## src/rtl/stat_pkg.sv

```systemverilog
package stat_pkg;
   localparam int unsigned WORD_W     = 16;
   localparam int unsigned N_STICKY   = 5;
   localparam int unsigned POS_LOCK   = 15;
   localparam int unsigned POS_CRCTYP = 11;
   localparam int unsigned POS_RSTFLG = 10;
   localparam int unsigned POS_WLEN   = 8;
   // sticky index: 0 resync, 1 map crc, 2 rx crc, 3 fuse, 4 supply
   localparam int unsigned STICKY_POS [N_STICKY] = '{14, 13, 12, 7, 6};
   localparam logic [N_STICKY-1:0] STICKY_RST = 5'b10000;
endpackage

```

## src/rtl/stat_sticky_bit.sv

```systemverilog
module stat_sticky_bit #(
   parameter logic RST_VAL = 1'b0
) (
   input  logic clk,
   input  logic rst_n,
   input  logic set_i,
   input  logic clr_i,
   output logic q_o
);
   logic q;

   always_ff @(posedge clk or negedge rst_n) begin
      if (!rst_n)      q <= RST_VAL;
      else if (set_i)  q <= 1'b1;
      else if (clr_i)  q <= 1'b0;
   end

   assign q_o = q;

   // a set wins over a simultaneous clear
   p_set_wins_r4: assert property (@(posedge clk) disable iff (!rst_n)
      set_i |=> q_o);
   // clearing read without set empties the flag
   p_clear_r3: assert property (@(posedge clk) disable iff (!rst_n)
      (clr_i && !set_i) |=> !q_o);
   // the flag holds when neither set nor clear
   p_hold_r2: assert property (@(posedge clk) disable iff (!rst_n)
      (!set_i && !clr_i) |=> $stable(q_o));
endmodule

```

## src/rtl/stat_rst_flag.sv

```systemverilog
module stat_rst_flag (
   input  logic clk,
   input  logic rst_n,
   input  logic cmd_reset_i,
   input  logic mode_wr_i,
   input  logic mode_bit_i,
   output logic q_o
);
   logic q;
   logic clr;

   assign clr = mode_wr_i && !mode_bit_i;

   always_ff @(posedge clk or negedge rst_n) begin
      if (!rst_n)           q <= 1'b1;
      else if (cmd_reset_i) q <= 1'b1;
      else if (clr)         q <= 1'b0;
   end

   assign q_o = q;

   // writing zero to the mode reset bit clears the flag
   p_mode_clr_r6: assert property (@(posedge clk) disable iff (!rst_n)
      (mode_wr_i && !mode_bit_i && !cmd_reset_i) |=> !q_o);
   // nothing but a zero mode write lowers the flag
   p_keep_r6: assert property (@(posedge clk) disable iff (!rst_n)
      (q_o && !(mode_wr_i && !mode_bit_i)) |=> q_o);
   // the reset command raises it
   p_cmd_set_r6: assert property (@(posedge clk) disable iff (!rst_n)
      cmd_reset_i |=> q_o);
endmodule

```

## src/rtl/stat_lock_bit.sv

```systemverilog
module stat_lock_bit (
   input  logic clk,
   input  logic rst_n,
   input  logic lock_i,
   input  logic unlock_i,
   output logic q_o
);
   logic q;

   always_ff @(posedge clk or negedge rst_n) begin
      if (!rst_n)        q <= 1'b0;
      else if (lock_i)   q <= 1'b1;
      else if (unlock_i) q <= 1'b0;
   end

   assign q_o = q;

   // lock command (wins over unlock)
   p_lock_r7: assert property (@(posedge clk) disable iff (!rst_n)
      lock_i |=> q_o);
   // unlock alone clears
   p_unlock_r7: assert property (@(posedge clk) disable iff (!rst_n)
      (unlock_i && !lock_i) |=> !q_o);
   // otherwise unchanged
   p_lock_hold_r7: assert property (@(posedge clk) disable iff (!rst_n)
      (!lock_i && !unlock_i) |=> $stable(q_o));
endmodule

```

## src/rtl/stat_flag_reg.sv

```systemverilog
module stat_flag_reg
   import stat_pkg::*;
#(
   parameter int unsigned NCH    = 3,
   parameter int unsigned WLEN_W = 2
) (
   input  logic              clk,
   input  logic              rst_n,
   input  logic              ev_resync,
   input  logic              ev_map_crc,
   input  logic              ev_rx_crc,
   input  logic              ev_supply,
   input  logic              fuse_fault,
   input  logic              cmd_reset,
   input  logic              mode_wr,
   input  logic              mode_rst_bit,
   input  logic              cmd_lock,
   input  logic              cmd_unlock,
   input  logic              stat_rd,
   input  logic [NCH-1:0]    drdy,
   input  logic              crc_type,
   input  logic [WLEN_W-1:0] wlen,
   output logic [WORD_W-1:0] stat_o
);
   localparam int unsigned RSV_LO = NCH;
   localparam int unsigned RSV_HI = 5;

   if (NCH < 1 || NCH > 3) begin : g_bad_nch
      $error("NCH must be 1..3");
   end
   if (WLEN_W != 2) begin : g_bad_wlen
      $error("WLEN_W must be 2");
   end

   logic [N_STICKY-1:0] sticky_set;
   logic [N_STICKY-1:0] sticky_q;
   logic                lock_q;
   logic                rstflg_q;

   assign sticky_set = {ev_supply, fuse_fault, ev_rx_crc, ev_map_crc, ev_resync};

   for (genvar i = 0; i < N_STICKY; i++) begin : g_sticky
      stat_sticky_bit #(.RST_VAL(STICKY_RST[i])) u_bit (
         .clk   (clk),
         .rst_n (rst_n),
         .set_i (sticky_set[i]),
         .clr_i (stat_rd),
         .q_o   (sticky_q[i])
      );
   end

   stat_rst_flag u_rstflg (
      .clk         (clk),
      .rst_n       (rst_n),
      .cmd_reset_i (cmd_reset),
      .mode_wr_i   (mode_wr),
      .mode_bit_i  (mode_rst_bit),
      .q_o         (rstflg_q)
   );

   stat_lock_bit u_lock (
      .clk      (clk),
      .rst_n    (rst_n),
      .lock_i   (cmd_lock),
      .unlock_i (cmd_unlock),
      .q_o      (lock_q)
   );

   always_comb begin
      stat_o = '0;
      stat_o[POS_LOCK]   = lock_q;
      stat_o[POS_CRCTYP] = crc_type;
      stat_o[POS_RSTFLG] = rstflg_q;
      stat_o[POS_WLEN +: WLEN_W] = wlen;
      for (int i = 0; i < N_STICKY; i++) stat_o[STICKY_POS[i]] = sticky_q[i];
      stat_o[NCH-1:0] = drdy;
   end

   // fuse level still present across a read keeps bit 7 set
   p_fuse_reassert_r5: assert property (@(posedge clk) disable iff (!rst_n)
      (fuse_fault && stat_rd) |=> stat_o[7]);
   // reserved field stays zero
   p_reserved_r8: assert property (@(posedge clk) disable iff (!rst_n)
      stat_o[RSV_HI:RSV_LO] == '0);
endmodule

```

## config.mk

```make
export PLATFORM = sky130hd
export DESIGN_NAME = stat_flag_reg
export DESIGN_NICKNAME = d
export VERILOG_FILES = /design/src/rtl/stat_pkg.sv /design/src/rtl/stat_sticky_bit.sv /design/src/rtl/stat_rst_flag.sv /design/src/rtl/stat_lock_bit.sv /design/src/rtl/stat_flag_reg.sv
export SDC_FILE = /design/constraint.sdc
export NUM_CORES = 1
export LEC_CHECK = 0
export CAP_MARGIN = 25
export CORE_AREA = 2 2 39 41
export CTS_CLUSTER_SIZE = 8
export DETAILED_ROUTE_END_ITERATION = 7
export DIE_AREA = 0 0 41 43
export PLACE_DENSITY_LB_ADDON = 0.25
export SLEW_MARGIN = 30
export SYNTH_ARGS = -nofsm -noshare
export SYNTH_HDL_FRONTEND = slang
export SYNTH_HIERARCHICAL = 1
export SYNTH_SLANG_ARGS = --single-unit
```

## constraint.sdc

```tcl
create_clock -name clk -period 1.69 [get_ports clk]
set_input_delay 0.2535 -clock clk [delete_from_list [all_inputs] [get_ports clk]]
set_output_delay 0.2535 -clock clk [all_outputs]
set_load 0.05 [all_outputs]
```

; Word-level counts from Yosys, hierarchy flattened
; Index checks and enable logic that the tools add are counted.
[classes]
muxes = 10
reduce_logical = 9
[ops]
columns = operator, count
row1 = $reduce_bool A2 Y1, 7
row2 = $mux W1, 10
row3 = $logic_and A1 B1 Y1, 1
row4 = $logic_not A1 Y1, 1
[word_totals]
register_bits = 7
out_inout_bits = 16
wordCells = 26

; Depth between registers and ports, before layout
; Gate-level depths: netlist of run 1.
[logic_depth]
word_depth = 4
depth_mapped = 2
depth_no_buf = 2

; By module
; The synthesis of run 1 kept the hierarchy.
[by_module_without_submodules]
columns = module, n_inst, cells_each, area_each_um2
row1 = stat_sticky_bit at g_sticky[0].u_bit ..., 4, 3, 36.3
row2 = stat_flag_reg, 1, 12, 86.3
row3 = stat_rst_flag, 1, 3, 40.0
row4 = stat_sticky_bit at g_sticky[4].u_bit, 1, 3, 37.5
row5 = stat_lock_bit, 1, 3, 36.3

; Worst setup path before layout of run 1
; No wires, ideal clock.
[synth_timing]
path_type = reg2out
start = reg u_rstflg.q (netlist: u_rstflg/q_o)
end = out stat_o[10]
t_arrival_ps = 687
slack_ps = 750
path_stages_with_launch = 2
n_path_buf = 1
path_cell_list = dfstp_2 buf_4
[synth_rtl]
columns = item, line
row1 = from (decl), stat_rst_flag.sv:9  ; logic q;
row2 = from (signal assigned), stat_rst_flag.sv:15  ; if (!rst_n) q <= 1'b1;
row3 = from (signal assigned), stat_rst_flag.sv:16  ; else if (cmd_reset_i) q <= 1'b1;
row4 = from (signal assigned), stat_rst_flag.sv:17  ; else if (clr) q <= 1'b0;
row5 = to (decl), stat_flag_reg.sv:23  ; output logic [WORD_W-1:0] stat_o
; No word-level cell between the ends.

; Final worst setup path of run 1
[layout_timing]
start = reg u_rstflg.q (netlist: u_rstflg/q_o)
end = out stat_o[10]
; No word-level cell between the ends.

==> results of run 1 <==
-- cells in the final DEF (no fill, tap or decap) --
master / netlist / routed
buf_4: 11 / 7
clkbuf_4: 0 / 3
dfstp_2: 2 / 2
a21o_1: 7 / 7
nand2b_1: 1 / 1
inv_1: 6 / 6
conb_1: 1 / 3
clkbuf_1: 0 / 1
dfrtp_1: 5 / 5
clkdlybuf4s50_1: 0 / 12
-- power groups by stage --
stage | Clock, mW | Combinational [mW] | Sequential (mW)
after floorplan | 0 | 0.0870 | 0.219
after global placement | 0 | 0.120 | 0.191
after detailed placement | 0 | 0.120 | 0.190
after CTS | 0.156 | 0.120 | 0.188
after global routing | 0.166 | 0.126 | 0.190
final | 0.147 | 0.119 | 0.188
-- sequential cells by signal (all words and copies together), names as in the netlist --
register	cells
g_sticky.u_bit/q_o	5
u_lock/q_o	1
u_rstflg/q_o	1
-- metrics by stage --
step                power (mW)  util, %
floorplan                0.306        -
global route             0.481     35.4
finish                   0.454     35.4
detailed placement       0.310     33.5
global placement         0.310     33.5
CTS                      0.464     35.4
-- routing by layer --
| layer | track usage, % | vias to the layer above | share of wire, % |
|---|---|---|---|
| li1 | - | 112 | - |
| met1 | 9.90 | 97 | 45 |
| met2 | 9.06 | 21 | 35 |
| met3 | 5.24 | 0 | 21 |
| met4 | 4.00 | 0 | 0 |
| met5 | 0 | - | 0 |
-- how the worst max path moves through the flow --
stage | start | endpoint
final | u_rstflg/q_o$_DFFE_PN1P_ | stat_o[10]
after global routing | u_rstflg/q_o$_DFFE_PN1P_ | stat_o[10]
after CTS | u_rstflg/q_o$_DFFE_PN1P_ | stat_o[10]
after detailed placement | stat_rd | g_sticky[0].u_bit/q_o$_DFFE_PN0P_
after global placement | stat_rd | g_sticky[0].u_bit/q_o$_DFFE_PN0P_
after floorplan | u_rstflg/q_o$_DFFE_PN1P_ | stat_o[10]
-- logic make-up after synthesis --
family | count (synthesis) | synth area share (%)
other | 1 | 1.09
flip-flops | 7 | 51.4
buffers and inverters | 17 | 30.4
AND/OR/NAND/NOR | 1 | 1.81
AO/OA/AOI/OAI | 7 | 15.2
-- cell type report --
| type | count | area [um^2] |
|---|---|---|
| fillers | 151 | 895 |
| flip-flops and latches | 7 | 178 |
| repair buffers | 19 | 173 |
| multi-input cells | 11 | 70.1 |
| clock buffers | 4 | 26.3 |
| inverters | 6 | 22.5 |
| well taps | 16 | 20.0 |
==> metrics, run 1 <==
delay-heaviest family, CP flip-flops; largest net degree at the start of global routing 8; setup bufs post-CTS 0; Sequential Power Share 41.4%; Leak Pwr 0.250 nW; GRT overflow 0; core footprint 1380 um^2; Worst Setup Start Kind flip-flop; dpl ws 0.551 ns; VDD IR-drop max 0.304 mV; antenna violations before repair 0; setup ws final 0.481 ns; fin nets 67; post-synthesis cell count 33; Yosys top cell area share 36.2%; # diodes 0; Critical Path RT 1.44 ns; Worst R2R Setup Slack 1.01 ns; WP depth 1; Clock power frac 32.4%; Int Power 0.318 mW; post-route design area 489 um^2; critical path arrival 0.96 ns; mean routed wirelength per cell 9.13 um; # DRC 0; reg-to-reg critical path endpoint u_rstflg/q_o$_DFFE_PN1P_; DRT Pass-1 Iters 1; Area Overhead vs Synth 41.7%; setup TNS 0 ns; clock latency at the later pin of the worst-skew pair 0.24 ns; Hold Slack 0.266 ns; # resized after CTS 0; Post-synth top cells 11 x buf_4, 7 x a21o_1, 6 x inv_1, 5 x dfrtp_1, 2 x dfstp_2; worst hold path type in2async; status completed; Distinct cells, synth 7; Initial DRC Count 0; CTS tree built; most numerous cell in the Yosys netlist buf_4; via count 230; Post-DP Area 463 um^2; layout cells sized above 1 25.5%; power density cells 927 nW/um^2; Buf/Inv on CP 1; largest area contributor in the netlist dfrtp_1; Comb pwr share 26.2%; Crit. End Element primary output; sw frac 29.9%; R2R depth 1; gpl congestion 0.621; Slowest cell on crit path dfstp_2; DIE AREA 1760 um^2; RSZ-0062 raised after global routing false; vias per std cell 3.65; Die W 41 um; Worst-path clk slew 0.05 ns; max cap viols 0; clock tree sinks 7; gr usage total 7.59%; CP peak stage delay 0.52 ns; Final period util 71.6%; crit-path cells buf_4; FF-to-FF Start u_rstflg/q_o$_DFFE_PN1P_; post-synthesis sequential area ratio 51.4%; crit path time final 1.21 ns; switching power total 0.135 mW; Max Clk Rate 827 MHz; Crit Path Max Fanout 2; flops & latches, synth 7; CTS Buf Count 3; Routed WL 575 um; H-tree lvl count 1; post-DP HPWL 454 um; Ys Warns 6; root buffer cell clkbuf_4; Worst Skew 0 ns; vias in the first global route 208; Setup CP Type reg2out; largest cells by area after synthesis dfrtp_1 36%, buf_4 24%, a21o_1 15%; I/O Pins 35; clock buffer depth 2; fin cells 63; DIE HEIGHT 43 um; Post-CTS Hold Fix Bufs 0; Initial Utilization 25.0%; placed cell count 59; Cell Area, Synth 345 um^2; final count of pins violating max slew 0; PortBufs 19; mean post-synth cell area 10.5 um^2; post-route antenna net violation count 0; Final Hold Fails 0; Final Setup Violations 0; ys flop type dfrtp_1; EDFF count, synth 0; first-pass GRT wire length 848 um; ys async rst share 100%; Rows 14
Power figures use the tool's default switching activity.
==> inputs of run 2 (changes only) <==
CORE_AREA = default   (was 2 2 39 41)
CORE_MARGIN = 2   (was default)
CORE_UTILIZATION = 24   (was default)
DIE_AREA = default   (was 0 0 41 43)
clock period = 1.1 ns   (was 1.69 ns; I/O delays follow)
==> run 2 against run 1 <==
Effect of this change: cell count is the same; via count grew 11%; power grew 67%; sequential share of layout area shrank 5.8 points; first-iteration DRC count grew 2; critical path depth is the same; worst setup slack lost 0.48 ns.
==> metrics, run 2 (same netlist as run 1, synthesis figures left out) <==
Post-DP Area 549 um^2 (was 463 um^2); layout cells sized above 1 27.1% (was 25.5%); Worst-path clk slew 0.05 ns (about the same); clock latency at the later pin of the worst-skew pair 0.25 ns (was 0.24 ns); fin nets 68 (was 67); gr usage total 8.92% (was 7.59%); vias in the first global route 274 (was 208); Post-CTS Hold Fix Bufs 0 (unchanged); H-tree lvl count 1 (unchanged); CTS tree built (unchanged); max cap viols 0 (unchanged); # diodes 0 (unchanged); gpl congestion 0.640 (was 0.621); PortBufs 19 (unchanged); Worst Skew 0 ns (unchanged); clock tree sinks 7 (unchanged); clock buffer depth 2 (unchanged); most frequent cells in the layout 12 x clkdlybuf4s50_1, 7 x a21o_1, 7 x buf_12, 6 x inv_1, 5 x dfrtp_1 (was 12 x clkdlybuf4s50_1, 7 x a21o_1, 7 x buf_4, 6 x inv_1, 5 x dfrtp_1); Setup CP Type reg2out (unchanged); first-pass GRT wire length 1.21 mm (was 848 um); Die W 41.9 um (was 41 um); I/O Pins 35 (unchanged); FILL cells 138 (was 151); setup TNS 0 ns (unchanged); Initial Utilization 26.2% (was 25.0%); most common cell after layout, fill and taps aside clkdlybuf4s50_1 (unchanged); Final period util 99.8%; area taken by multi-input logic gates 70.1 um^2 (unchanged); placed cell count 58 (was 59); Critical Path RT 0.94 ns (was 1.44 ns); crit-path cells buf_12 (was buf_4); DIE HEIGHT 41.9 um (was 43 um); power density cells 1300 nW/um^2 (was 927 nW/um^2); DRT Pass-1 Iters 2 (was 1); Slowest cell on crit path dfstp_2 (unchanged); top routing layer in use met3 (unchanged); Met2 Routed Length 287 um (was 199 um); Crit. End Element primary output (unchanged); Register Area 178 um^2 (unchanged); Worst Setup Start Kind flip-flop (unchanged); root buffer cell clkbuf_4 (unchanged); post-DP HPWL 632 um (was 454 um); Leak Pwr 0.291 nW (was 0.250 nW); WL met3 199 um (was 119 um); # resized after CTS 0 (unchanged); worst hold path type in2async (unchanged); Buf/Inv on CP 1 (unchanged); antenna violations before repair 0 (unchanged); VDD IR-drop max 0.607 mV (was 0.304 mV); Routed WL 714 um (was 575 um); max FFs per register 5 (unchanged); final count of pins violating max slew 0 (unchanged); Rows 13 (was 14); via count 256 (was 230); critical path arrival 0.93 ns (was 0.96 ns); crit path time final 1.10 ns; Max Clk Rate 911 MHz; post-route design area 583 um^2 (was 489 um^2); delay-heaviest family, CP flip-flops (unchanged); Initial DRC Count 2 (was 0); mean routed wirelength per cell 11.3 um (was 9.13 um); vias per std cell 4.06 (was 3.65); largest net degree at the start of global routing 8 (unchanged); GRT overflow 0 (unchanged); Area Overhead vs Synth 68.8% (was 41.7%); core footprint 1320 um^2 (was 1380 um^2); status completed (unchanged); Final Hold Fails 0 (unchanged); fin cells 63 (unchanged); post-route antenna net violation count 0 (unchanged); DIE AREA 1760 um^2 (about the same); # DRC 0 (unchanged); CP peak stage delay 0.55 ns (was 0.52 ns); CTS Buf Count 3 (unchanged); Crit Path Max Fanout 2 (unchanged); met1 WL 227 um (was 256 um); RSZ-0062 raised after global routing true (was false); Final Setup Violations 0 (unchanged)
[run 2: power breakdown]
part           leakage [nW]  switching (mW)  internal, mW
registers            0.0749          0.0182         0.279
clock network        0.0150          0.0918         0.138
logic                 0.201           0.113         0.118
[run 2: repair_timing]
action	CTS	global route
endpoints found under the hold margin	0	0
endpoints found under the setup margin	2	2
pin swaps	0	0
setup buffers	0	1
[run 2: final timing paths]
kind / start / end / slack (ns) / depth (start not counted)
setup / recovery: g_sticky[4].u_bit/q_o$_DFFE_PN1P_ / stat_o[6] / 0.002 / 1
hold / removal: rst_n / u_lock/q_o$_DFFE_PN0P_ / 0.17 / 1
setup reg to reg: u_rstflg/q_o$_DFFE_PN1P_ / u_rstflg/q_o$_DFFE_PN1P_ / 0.29 / 2
hold reg to reg: g_sticky[1].u_bit/q_o$_DFFE_PN0P_ / g_sticky[1].u_bit/q_o$_DFFE_PN0P_ / 0.54 / 1
max in group asynchronous: rst_n / g_sticky[4].u_bit/q_o$_DFFE_PN1P_ / 0.64 / 1
min in group clk: drdy[0] / stat_o[0] / 0.33 / 0
[run 2: cell type report]
class / count / area share (%)
Tap cell: 15 / 3.22
Inverter: 6 / 3.86
Timing Repair Buffer: 20 / 45.9
Sequential cell: 7 / 30.5
Multi-Input combinational cell: 11 / 12.0
Clock buffer: 4 / 4.51
[run 2: metrics by stage]
| stage | total power, mW | setup slack, ns | hold slack [ns] | utilization, % |
|---|---|---|---|---|
| floorplan | 0.470 | 0.207 | -0.131 | - |
| global placement | 0.531 | 0.0801 | 0.331 | 41.7 |
| detailed placement | 0.532 | 0.0541 | 0.331 | 41.7 |
| CTS | 0.769 | -0.0126 | 0.183 | 43.7 |
| global route | 0.799 | -0.0250 | 0.197 | 44.3 |
| finish | 0.759 | 0.00234 | 0.173 | 44.3 |
[run 2: per-layer routing]
| layer | GRT usage (%) | vias up |
|---|---|---|
| li1 | - | 115 |
| met1 | 8.27 | 112 |
| met2 | 11.9 | 29 |
| met3 | 9.13 | 0 |
| met4 | 5.81 | 0 |
| met5 | 0 | - |
==> inputs of run 3 (changes only) <==
CORE_UTILIZATION = 25   (was 24)
SYNTH_HIERARCHICAL = default   (was 1)
==> run 3 against run 2 <==
Effect of this change: register-to-register slack improved by 0.08 ns; sequential power about the same; critical path depth unchanged; critical endpoint unchanged; die area increased by 2.1%; first-iteration DRC count increased by 50%.
==> metrics, run 3 <==
gr usage total 8.53% (was 8.92%); post-route core utilization 42.0% (was 44.3%); Buf/Inv on CP 1 (unchanged); Post-DP Area 534 um^2 (was 549 um^2); gpl congestion 0.693 (was 0.640); Initial DRC Count 3 (was 2); setup bufs post-CTS 0 (unchanged); FILL cells 136 (was 138); I/O Pins 35 (unchanged); status completed (unchanged); max FFs per register 5 (unchanged); via count 238 (was 256); PortBufs 19 (unchanged); # resized after CTS 0 (unchanged); post-synthesis mux area share 0% (unchanged); first-pass GRT wire length 1.10 mm (was 1.21 mm); Post-synth top cells 16 x buf_4, 7 x a21o_1, 5 x dfrtp_1, 2 x dfstp_2, 2 x inv_1 (was 11 x buf_4, 7 x a21o_1, 6 x inv_1, 5 x dfrtp_1, 2 x dfstp_2); Worst Setup Start Kind flip-flop (unchanged); post-route design area 561 um^2 (was 583 um^2); DRT Pass-1 Iters 4 (was 2); most common cell after layout, fill and taps aside clkdlybuf4s50_1 (unchanged); sw frac 28.6% (was 29.4%); switching power total 0.213 mW (was 0.223 mW); clock buffer depth 2 (unchanged); # DRC 0 (unchanged); power density cells 1330 nW/um^2 (was 1300 nW/um^2); Post-CTS Hold Fix Bufs 0 (unchanged); CTS Buf Count 3 (unchanged); dpl ws 0.0918 ns (was 0.0541 ns); root buffer cell clkbuf_4 (unchanged); fin nets 63 (was 68); H-tree lvl count 1 (unchanged); Hold Slack 0.174 ns (was 0.173 ns); Int Power 0.532 mW (was 0.536 mW); most numerous cell in the Yosys netlist buf_4 (unchanged); Final Setup Violations 0 (unchanged); ys async rst share 100% (unchanged); Max Clk Rate 912 MHz (was 911 MHz); post-synthesis sequential area ratio 48.3% (was 51.4%); vias in the first global route 257 (was 274); adder-cell share of the synthesized area 0% (unchanged); CTS tree built (unchanged); layout cells sized above 1 27.9% (was 27.1%); Final period util 99.7% (was 99.8%); Ys Warns 0 (was 6); xor/xnor cell area share of the yosys netlist 0% (unchanged); Crit Path Max Fanout 2 (unchanged); crit path time final 1.10 ns (about the same); post-synthesis cell count 34 (was 33); DIE HEIGHT 42.4 um (was 41.9 um); setup ws final 0.00296 ns (was 0.00234 ns); VDD IR-drop max 0.948 mV (was 0.607 mV); setup TNS 0 ns (unchanged); Worst Skew 0 ns (unchanged); Comb pwr share 30.1% (was 30.5%); # diodes 0 (unchanged); mean routed wirelength per cell 11.2 um (was 11.3 um); Critical Path RT 0.94 ns (about the same); core footprint 1330 um^2 (was 1320 um^2); post-route antenna net violation count 0 (unchanged); largest net degree at the start of global routing 8 (unchanged); GRT overflow 0 (unchanged); vias per std cell 4.10 (was 4.06); Distinct cells, synth 7 (unchanged); Cell Area, Synth 368 um^2 (was 345 um^2); DIE AREA 1790 um^2 (was 1760 um^2); crit-path cells buf_12 (unchanged); Routed WL 649 um (was 714 um); Clock power frac 29.8% (was 30.3%); most frequent cells in the layout 12 x clkdlybuf4s50_1, 7 x a21o_1, 7 x buf_12, 5 x dfrtp_1 (was 12 x clkdlybuf4s50_1, 7 x a21o_1, 7 x buf_12, 6 x inv_1, 5 x dfrtp_1); Crit. End Element primary output (unchanged); Yosys top cell area share 34.0% (was 36.2%); post-synthesis simple-gate area fraction 1.70% (was 1.81%); EDFF count, synth 0 (unchanged); antenna violations before repair 0 (unchanged); largest cells by area after synthesis dfrtp_1 34%, buf_4 33%, a21o_1 14% (was dfrtp_1 36%, buf_4 24%, a21o_1 15%); final count of pins violating max slew 0 (unchanged); Final Hold Fails 0 (unchanged); largest family of logic cells by synthesized area buffers and inverters (unchanged); ys flop type dfrtp_1 (unchanged); flops & latches, synth 7 (unchanged); Leak Pwr 0.265 nW (was 0.291 nW); largest area contributor in the netlist dfrtp_1 (unchanged); compound-gate portion of the synthesized area 14.3% (was 15.2%); Area Overhead vs Synth 52.4% (was 68.8%); clock latency at the later pin of the worst-skew pair 0.24 ns (was 0.25 ns); Die W 42.4 um (was 41.9 um); Slowest cell on crit path dfstp_2 (unchanged); max cap viols 0 (unchanged); Setup CP Type reg2out (unchanged); Worst-path clk slew 0.05 ns (about the same); Worst R2R Setup Slack 0.37 ns (was 0.29 ns); CP peak stage delay 0.55 ns (about the same); worst hold path type in2async (unchanged); delay-heaviest family, CP flip-flops (unchanged); clock tree sinks 7 (unchanged); critical path arrival 0.93 ns (about the same); mean post-synth cell area 10.8 um^2 (was 10.5 um^2); RSZ-0062 raised after global routing true (unchanged); Initial Utilization 27.6% (was 26.2%); Sequential Power Share 40.1% (was 39.2%); Rows 13 (unchanged)
## run 3: cell count changes after synthesis
| cell | previous run | this run |
|---|---|---|
| buf_4 | 11 | 16 |
| inv_1 | 6 | 2 |
## run 3: power groups by stage
stage	clock [mW]	sequential, mW	combinational [mW]
floorplan	0	0.290	0.197
global placement	0	0.302	0.224
detailed placement	0	0.303	0.227
CTS	0.230	0.299	0.227
global route	0.257	0.300	0.235
finish	0.222	0.299	0.224
## run 3: worst paths after layout
path	start	to	cells after the start
worst max-delay path	g_sticky[4].u_bit.q_o$_DFFE_PN1P_	stat_o[6]	1
worst min-delay path	rst_n	g_sticky[0].u_bit.q_o$_DFFE_PN0P_	1
worst max register to register	g_sticky[4].u_bit.q_o$_DFFE_PN1P_	g_sticky[4].u_bit.q_o$_DFFE_PN1P_	1
worst min register to register	u_rstflg.q_o$_DFFE_PN1P_	u_rstflg.q_o$_DFFE_PN1P_	1
max in group asynchronous	rst_n	g_sticky[4].u_bit.q_o$_DFFE_PN1P_	1
min in group clk	crc_type	stat_o[11]	0
## run 3: cell families (layout without fill, tap and decap cells)
family,after synthesis,in the layout
other cells,1,3
flops,7,7
compound gates,7,7
simple gates,1,1
buf+inv,18,25
## run 3: cell type report
type,instances,area (um^2),area share (%)
Multi-Input combinational cell,11,70.1,12.5
Tap cell,15,18.8,3.35
Sequential cell,7,178,31.7
Inverter,2,7.51,1.34
Timing Repair Buffer,19,260,46.4
Clock buffer,4,26.3,4.69
## run 3: stage by stage
step                      power (mW)  cells
after global routing           0.791     58
after floorplan                0.487     36
after global placement         0.525     54
final                          0.745     58
after detailed placement       0.530     54
after CTS                      0.756     58
## run 3: layer usage
layer,up-vias,track usage (%),part of all wire [%]
met5,-,0,0
met4,0,0.625,0.92
met3,2,9.05,21
met2,25,15.1,53
met1,105,6.61,25
li1,106,-,-
